<file path="src/rtl/sdo_pkg.sv">
package sdo_pkg;
  typedef enum logic {
    RATIO_12 = 1'b0,
    RATIO_16 = 1'b1
  } ratio_e;
endpackage

</file>
<file path="src/rtl/sdo_rst_sync.sv">
module sdo_rst_sync (
  input  logic clk,
  input  logic rst_n,
  output logic rst_s_n
);
  logic [1:0] sync_q;

  always_ff @(posedge clk or negedge rst_n) begin
    if (!rst_n) sync_q <= 2'b00;
    else        sync_q <= {sync_q[0], 1'b1};
  end

  assign rst_s_n = sync_q[1];
endmodule

</file>
<file path="src/rtl/sdo_pend_queue.sv">
module sdo_pend_queue #(
  parameter int WORD_W = 12,
  parameter int DEPTH  = 4,
  parameter int CNT_W  = 5
) (
  input  logic              clk,
  input  logic              rst_n,
  input  logic              push,
  input  logic [WORD_W-1:0] push_word,
  input  logic [CNT_W-1:0]  push_cnt,
  input  logic              flush,
  output logic              due,
  output logic [WORD_W-1:0] due_word
);
  localparam int IDX_W = (DEPTH > 1) ? $clog2(DEPTH) : 1;

  logic [DEPTH-1:0]  vld_q, vld_d, hit;
  logic [CNT_W-1:0]  cnt_q [DEPTH];
  logic [CNT_W-1:0]  cnt_d [DEPTH];
  logic [WORD_W-1:0] wrd_q [DEPTH];
  logic [WORD_W-1:0] wrd_d [DEPTH];
  logic [IDX_W-1:0]  due_idx, free_idx;
  logic              free_any;

  for (genvar g = 0; g < DEPTH; g++) begin : g_hit
    assign hit[g] = vld_q[g] && (cnt_q[g] == '0);
  end

  always_comb begin
    due      = 1'b0;
    due_idx  = '0;
    free_any = 1'b0;
    free_idx = '0;
    for (int i = DEPTH - 1; i >= 0; i--) begin
      if (hit[i]) begin
        due     = 1'b1;
        due_idx = IDX_W'(i);
      end
      if (!vld_q[i]) begin
        free_any = 1'b1;
        free_idx = IDX_W'(i);
      end
    end
  end

  assign due_word = wrd_q[due_idx];

  always_comb begin
    for (int i = 0; i < DEPTH; i++) begin
      vld_d[i] = vld_q[i];
      cnt_d[i] = cnt_q[i];
      wrd_d[i] = wrd_q[i];
      if (flush) begin
        vld_d[i] = 1'b0;
      end else begin
        if (vld_q[i]) begin
          if (hit[i]) vld_d[i] = 1'b0;
          else        cnt_d[i] = cnt_q[i] - 1'b1;
        end
        if (push && free_any && (free_idx == IDX_W'(i))) begin
          vld_d[i] = 1'b1;
          cnt_d[i] = push_cnt;
          wrd_d[i] = push_word;
        end
      end
    end
  end

  always_ff @(posedge clk or negedge rst_n) begin
    if (!rst_n) begin
      vld_q <= '0;
      for (int i = 0; i < DEPTH; i++) begin
        cnt_q[i] <= '0;
        wrd_q[i] <= '0;
      end
    end else begin
      vld_q <= vld_d;
      for (int i = 0; i < DEPTH; i++) begin
        cnt_q[i] <= cnt_d[i];
        wrd_q[i] <= wrd_d[i];
      end
    end
  end


  flush_clears_chk: assert property (@(posedge clk) disable iff (!rst_n)
    flush |=> (vld_q == '0));


  push_kept_chk: assert property (@(posedge clk) disable iff (!rst_n)
    (push && !flush && free_any) |=> (vld_q != '0));
endmodule

</file>
<file path="src/rtl/sdo_shifter.sv">
module sdo_shifter #(
  parameter int WORD_W = 12
) (
  input  logic              clk,
  input  logic              rst_n,
  input  logic              clear,
  input  logic              load,
  input  logic [WORD_W-1:0] load_word,
  output logic              bit_o,
  output logic              start_o
);
  localparam int LEFT_W = $clog2(WORD_W);

  logic [WORD_W-2:0] sh_q, sh_d;
  logic [LEFT_W-1:0] left_q, left_d;
  logic              bit_q, bit_d, start_q, start_d;

  always_comb begin
    sh_d    = sh_q;
    left_d  = left_q;
    bit_d   = 1'b0;
    start_d = 1'b0;
    if (clear) begin
      left_d = '0;
    end else if (load) begin
      bit_d   = load_word[WORD_W-1];
      sh_d    = load_word[WORD_W-2:0];
      left_d  = LEFT_W'(WORD_W - 1);
      start_d = 1'b1;
    end else if (left_q != '0) begin
      bit_d  = sh_q[WORD_W-2];
      sh_d   = {sh_q[WORD_W-3:0], 1'b0};
      left_d = left_q - 1'b1;
    end
  end

  always_ff @(posedge clk or negedge rst_n) begin
    if (!rst_n) begin
      sh_q    <= '0;
      left_q  <= '0;
      bit_q   <= 1'b0;
      start_q <= 1'b0;
    end else begin
      sh_q    <= sh_d;
      left_q  <= left_d;
      bit_q   <= bit_d;
      start_q <= start_d;
    end
  end

  assign bit_o   = bit_q;
  assign start_o = start_q;


  msb_first_chk: assert property (@(posedge clk) disable iff (!rst_n)
    (load && !clear) |=> (start_q && (bit_q == $past(load_word[WORD_W-1]))));


  idle_low_chk: assert property (@(posedge clk) disable iff (!rst_n)
    ((left_q == '0) && !load) |=> !bit_q);
endmodule

</file>
<file path="src/rtl/sdo_launch.sv">
module sdo_launch (
  input  logic clk,
  input  logic rst_n,
  input  logic bit_i,
  input  logic start_i,
  input  logic en_i,
  output logic sdata,
  output logic sdata_oe,
  output logic word_start
);
  always_ff @(negedge clk or negedge rst_n) begin
    if (!rst_n) begin
      sdata      <= 1'b0;
      sdata_oe   <= 1'b0;
      word_start <= 1'b0;
    end else begin
      sdata      <= bit_i;
      sdata_oe   <= en_i;
      word_start <= start_i;
    end
  end


  quiet_when_off_chk: assert property (@(posedge clk) disable iff (!rst_n)
    !sdata_oe |-> (!sdata && !word_start));
endmodule

</file>
<file path="src/rtl/serial_result_out.sv">
module serial_result_out #(
  parameter int WORD_W = 12,
  parameter int DEPTH  = 4,
  parameter int LAT_12 = 24,
  parameter int LAT_16 = 32
) (
  input  logic              clk,
  input  logic              rst_n,
  input  logic              ratio16,
  input  logic              sample_stb,
  input  logic [WORD_W-1:0] sample_word,
  input  logic              resync,
  input  logic              pwr_down,
  output logic              sdata,
  output logic              sdata_oe,
  output logic              word_start
);
  import sdo_pkg::*;

  localparam int CNT_W = $clog2(LAT_16);
  localparam logic [CNT_W-1:0] LOAD_12 = CNT_W'(LAT_12 - 1);
  localparam logic [CNT_W-1:0] LOAD_16 = CNT_W'(LAT_16 - 1);

  logic              rst_s_n;
  logic              pwr_q;
  logic              flush, push, due, bit_p, start_p;
  logic [WORD_W-1:0] due_word;
  logic [CNT_W-1:0]  push_cnt;
  ratio_e            ratio;

  sdo_rst_sync u_rst (
    .clk     (clk),
    .rst_n   (rst_n),
    .rst_s_n (rst_s_n)
  );

  assign ratio    = ratio_e'(ratio16);
  assign push_cnt = (ratio == RATIO_16) ? LOAD_16 : LOAD_12;
  assign flush    = resync || pwr_down;
  assign push     = sample_stb && !pwr_down;

  always_ff @(posedge clk or negedge rst_s_n) begin
    if (!rst_s_n) pwr_q <= 1'b1;
    else          pwr_q <= pwr_down;
  end

  sdo_pend_queue #(
    .WORD_W (WORD_W),
    .DEPTH  (DEPTH),
    .CNT_W  (CNT_W)
  ) u_queue (
    .clk       (clk),
    .rst_n     (rst_s_n),
    .push      (push),
    .push_word (sample_word),
    .push_cnt  (push_cnt),
    .flush     (flush),
    .due       (due),
    .due_word  (due_word)
  );

  sdo_shifter #(
    .WORD_W (WORD_W)
  ) u_shift (
    .clk       (clk),
    .rst_n     (rst_s_n),
    .clear     (flush),
    .load      (due),
    .load_word (due_word),
    .bit_o     (bit_p),
    .start_o   (start_p)
  );

  sdo_launch u_launch (
    .clk        (clk),
    .rst_n      (rst_s_n),
    .bit_i      (bit_p),
    .start_i    (start_p),
    .en_i       (!pwr_q),
    .sdata      (sdata),
    .sdata_oe   (sdata_oe),
    .word_start (word_start)
  );


  pd_oe_chk: assert property (@(posedge clk) disable iff (!rst_s_n)
    pwr_down |=> !sdata_oe);


  oe_back_chk: assert property (@(posedge clk) disable iff (!rst_s_n)
    !pwr_down |=> sdata_oe);
endmodule

</file>
<file path="config.mk">
export PLATFORM = sky130hd
export DESIGN_NAME = serial_result_out
export DESIGN_NICKNAME = d
export VERILOG_FILES = /design/src/rtl/sdo_pkg.sv /design/src/rtl/sdo_rst_sync.sv /design/src/rtl/sdo_pend_queue.sv /design/src/rtl/sdo_shifter.sv /design/src/rtl/sdo_launch.sv /design/src/rtl/serial_result_out.sv
export SDC_FILE = /design/constraint.sdc
export NUM_CORES = 1
export LEC_CHECK = 0
export BUFFER_PORTS_ARGS = -buffer_cell sky130_fd_sc_hd__buf_2
export CAP_MARGIN = 20
export CORE_ASPECT_RATIO = 0.5
export CORE_MARGIN = 4
export CORE_UTILIZATION = 30
export CTS_BUF_LIST = sky130_fd_sc_hd__clkbuf_16
export DETAILED_ROUTE_END_ITERATION = 6
export PLACE_DENSITY_LB_ADDON = 0.08
export SLEW_MARGIN = 20
export SYNTH_ARGS = -nofsm -noshare
export SYNTH_HDL_FRONTEND = slang
export SYNTH_SLANG_ARGS = --single-unit
</file>
<file path="constraint.sdc">
create_clock -name clk -period 5.9 [get_ports clk]
set_clock_uncertainty 0.1 [all_clocks]
set_input_delay 0.295 -clock clk [delete_from_list [all_inputs] [get_ports clk]]
set_output_delay 0.295 -clock clk [all_outputs]
set_load 0.02 [all_outputs]
</file>
## After elaboration in Yosys (flattened, before gate mapping)

Cells that the tools add are included.

- Register bits: 95
- Output and inout port bits: 3

- Multiplexer cells: 58
- Reduce and logical (&&, ||, !) cells: 34
- Eq/ne operators: 7
- $add $sub $neg: 5
- Order comparisons: 1
- Bitwise operators: 2

Operators by type and width:

| operator | count |
|---|---|
| 2-to-1 mux 5 bit | 12 |
| 2-to-1 mux 1 bit | 29 |
| binary-select mux 12 bit (select 2 bit) | 1 |
| 2-to-1 mux 12 bit | 2 |
| 2-to-1 mux 11 bit | 2 |
| logical NOT 5 bit | 4 |
| subtractor 5 x 1 -> 5 bit, second input constant | 4 |
| 2-to-1 mux 2 bit | 8 |
| 2-to-1 mux 4 bit | 4 |
| AND reduction 3 bit | 4 |
| logical AND 1 bit | 10 |
| AND reduction 2 bit | 5 |
| nonzero test 2 bit | 5 |
| inequality test 2 bit, second input constant | 4 |
| equality test 2 bit, second input constant | 2 |
| nonzero test 4 bit | 1 |
| subtractor 4 x 1 -> 4 bit, second input constant | 1 |
| >= comparator 3 bit, second input constant | 1 |
| inverter 2 -> 3 bit | 1 |
| nonzero test 3 bit | 1 |
| equality test 2 x 1 -> 1 bit, second input constant | 1 |
| logical NOT 1 bit | 2 |
| logical NOT 2 bit | 1 |
| logical OR 1 bit | 1 |
| inverter 1 bit | 1 |

## Longest topological paths before layout

- Depth after elaboration: 12
- Mapped depth: 8
- Depth with buffers taken out: 7

## By module

Synthesis repeated with hierarchy kept, for this count alone.

- Cells, all modules: 419
- Area total of the unflattened synthesis: 4689.5 um^2

By module, submodules not included:

| module | instances | cells each | area each (um^2) |
|---|---|---|---|
| sdo_pend_queue | 1 | 341 | 3637.2 |
| sdo_shifter | 1 | 67 | 874.6 |
| sdo_launch | 1 | 3 | 75.1 |
| sdo_rst_sync | 1 | 3 | 53.8 |
| serial_result_out | 1 | 5 | 48.8 |

==> results.md <==
Clock network:
- The buffer depth of the longest clock path is 2.
- In this run, CTS created clock tree buffers numbering 9.
- The number of hold buffers added after CTS was 1.
- The post-cts repair resize count is 0.
- The tree is rooted in a sky130_fd_sc_hd__clkbuf_16.
- CTS built an H-tree with a depth of 3.
- The later pin in the worst-skew pair is clocked with a latency of between 0.3 and 0.4 ns.
- The clock slew seen by the registers of the worst setup and hold paths is roughly 0.070 ns.
- The number of clock sinks is 95.
- The buffers inserted during post-CTS setup optimization is 0.
- TritonCTS built the clock tree.

Layout:
- The total non-filler cell area in the finished layout is slightly above 0.005 mm².
- The layout overhead on the synthesized area is 13.7%.
- At the end of the flow, the number of nets in the layout was between 400 and 500.
- The post-route netlist has approximately 14% of its cells at a drive strength greater than 1.
- 0 antenna diodes ended up in the layout.
- Cells fill a little over a third of the core in the end.
- After filler insertion, the fill cell instance count of the layout stands at 1495.

Power and ir drop:
- In this run the power density over the cells is between 300 and 400 mW/mm².
- For this design the static power due to leakage is 2.38 nW.
- Across the VDD grid, the largest voltage drop is roughly 140 µV.
- Power comes to 0.00181 W.

GRT:
- The number of antenna violations at the first check in global routing is 0.
- The largest net degree at the start of global routing is 50.
- The number of global-route vias before repair is 3430.
- The global-route congestion overflow total is 0.
- The overall fraction of global-route tracks in use is roughly 15%.
- The first-pass GRT wire length is just under 20 mm.

Logic synthesis:
- The number of synthesized flops with an enable pin is 0.
- The flip-flop cell with the highest count after synthesis is sky130_fd_sc_hd__dfrtp_1.
- Among all cell types in the netlist, the one instantiated most often is sky130_fd_sc_hd__nand2_1.
- Yosys printed 0 warnings.
- Of all cell types, the one taking the most synthesized area is sky130_fd_sc_hd__dfrtp_1.
- The unique cell type count in the Yosys netlist is 61.
- The number of instances in the synthesized netlist is between 400 and 500.
- The post-synthesis net count is 480.
- The sequential share of the synthesized area is between 50% and 60%.
- The cell area after synthesis is 0.00453 mm².
- The average size of a mapped cell is between 10 and 15 µm².
- The proportion of synthesized flip-flops having asynchronous set or reset is 100%.
- Yosys attributes the largest share of cell area to sky130_fd_sc_hd__dfrtp_1 50%, sky130_fd_sc_hd__nand2_1 11%, sky130_fd_sc_hd__o221ai_1 4.1%.
- The commonest cells after synthesis are 135 x sky130_fd_sc_hd__nand2_1, 91 x sky130_fd_sc_hd__dfrtp_1, 25 x sky130_fd_sc_hd__inv_1.
- Counting flops and latches in the post-synthesis netlist gives 95.
- The share of synthesized area in the top cell type comes to 50.3%.

Placed design:
- The half-perimeter wire length after detailed placement is between 7 and 8 mm.
- Summing all placed instances gives a cell area of 0.00479 mm².
- The weighted congestion at the end of routability-driven global placement is a little over 0.7.
- In this run the tool buffered the top-level ports with 20 buffer cells.

Floorplanning:
- The full die area is 0.0172 mm².
- The I/O pin total is 21.
- From bottom edge to top edge, the die measures about 95 µm.
- In this run the core area contains 31 standard-cell rows.
- The die is about 180 µm wide.
- The region available for standard cell placement spans about 0.015 mm².
- The initial core utilization is around 31%.

Drt:
- The via count is around 3300.
- The average via count per standard cell is just under 5.
- The first detailed-routing pass ran for 4 iterations.
- The routed length per instance is 17.5 µm.
- The final antenna-violating net count is 0.
- The DRC violation count after routing is 0.
- The final wirelength is 11.8 mm.
- The detailed router finished its first iteration with between 150 and 200 violations.

Flow run:
- Max-cap violations in this run came to 0.

Critical path:
- The largest fanout on the critical path is 1.
- The required time of the worst setup path is between 5 and 6 ns.
- Together, buffers and inverters on the worst path number 1.
- The critical path goes through buf_2.
- For the worst setup path, the data arrival time is between 3 and 4 ns.
- In this run the number of cells on the critical path is 1.
- The critical path class is flop to primary output.
- The worst setup path is captured at a primary output.
- The element type at the critical path start is a flop.
- Among cell families on the critical path, the largest total delay comes from flip-flops.
- The number of cells on the worst reg-to-reg path is 0.
- The cell with the largest stage delay on the worst path is sky130_fd_sc_hd__dfrtn_1.
- The largest single stage delay on the critical path is about 0.38 ns.

Timing:
- The transition time of the tightest slew-check pin is around 0.99 ns.
- The final sum of negative setup slack is 0 ns.
- The final number of hold-violating endpoints is 0.
- The final setup violation count is 0.
- The number of max-slew violations in the final report is 0.
- The worst pin sits at a relative slew slack of between 30% and 40%.
- Setup repair after global routing left no endpoint under its margin.

Hold path:
- Counting instances, the worst hold path has a depth of 1.
- The path type of the worst min-delay path is input port to flop.

Outcome:
- The run finished with clean final reports.
power by group:
| part | internal, W | leakage [nW] | switching [W] |
|---|---|---|---|
| Clock | 0.000417 | 0.171 | 0.000267 |
| Sequential | 0.000739 | 1.22 | 0.0000637 |
| Combinational | 0.000130 | 0.988 | 0.000192 |
| Total | 0.00129 | 2.38 | 0.000522 |
worst paths after layout:
check,from,endpoint,slack (ns)
max in group asynchronous,u_rst.sync_q[1],u_launch.sdata,2.15
min,pwr_down,pwr_q,0.006
max reg2reg,u_rst.sync_q[1],u_launch.sdata,2.15
max,u_launch.sdata_oe,sdata_oe,1.67
min reg2reg,u_rst.sync_q[1],u_queue.cnt_q[13],0.24
min in group asynchronous,rst_n,u_rst.sync_q[1],0.15
flip-flops by register name, indices dropped and copies added (netlist names), 2 cells and up:
signal	count
u_queue.vld_q	4
u_shift.sh_q	11
u_queue.wrd_q	48
u_rst.sync_q	2
u_queue.cnt_q	20
u_shift.left_q	4
cell families after synthesis:
family | Yosys count | share of synthesized area (%)
multiplexers | 14 | 3.43
AND/OR/NAND/NOR | 186 | 19.9
buffers and inverters | 44 | 4.45
XOR/XNOR | 10 | 1.94
AO/OA/AOI/OAI | 92 | 14.9
other | 1 | 0.0829
adder cells (fa/ha/maj) | 10 | 2.76
flip-flops | 95 | 52.6
final cells by class:
cell class / instances / area, µm² / share of cell area, %
repair buffers: 24 / 133 / 2.58
multi-input cells: 313 / 1950 / 37.8
inverters: 25 / 93.8 / 1.82
clock buffers: 9 / 225 / 4.38
flip-flops and latches: 95 / 2380 / 46.3
well taps: 198 / 248 / 4.81
clock inverters: 7 / 120 / 2.33
cell usage in the layout (no fill, tap or decap), types with 6 or more instances in the layout:
cell / instances
sky130_fd_sc_hd__dfrtp_1: 90
sky130_fd_sc_hd__o21ai_0: 22
sky130_fd_sc_hd__nor2_1: 7
sky130_fd_sc_hd__xnor2_1: 7
sky130_fd_sc_hd__mux2_2: 6
sky130_fd_sc_hd__nor3_1: 6
sky130_fd_sc_hd__ha_1: 10
sky130_fd_sc_hd__o221ai_1: 21
sky130_fd_sc_hd__mux2_1: 6
sky130_fd_sc_hd__buf_2: 20
sky130_fd_sc_hd__a2bb2oi_1: 11
sky130_fd_sc_hd__inv_1: 25
sky130_fd_sc_hd__nand2_1: 135
sky130_fd_sc_hd__clkbuf_16: 9
sky130_fd_sc_hd__o21ai_1: 11
metrics by stage:
| step | instances | worst slack [ns] | hold WS [ns] |
|---|---|---|---|
| finish | 671 | 1.67 | 0.00646 |
| global route | 671 | 1.62 | 0.00636 |
| CTS | 671 | 1.65 | 0.00189 |
| detailed placement | 654 | 2.04 | -0.0181 |
| global placement | 654 | 2.03 | -0.0176 |
| floorplan | 452 | 0.137 | -0.101 |
metal layers:
layer,track usage (%),share of wire [%],vias to the layer above
met4,2.81,0.70,0
met1,22.7,56,1671
met2,21.0,40,47
li1,-,-,1589
met5,0,0,-
met3,3.12,3.8,7
Power figures use the tool's default switching activity.
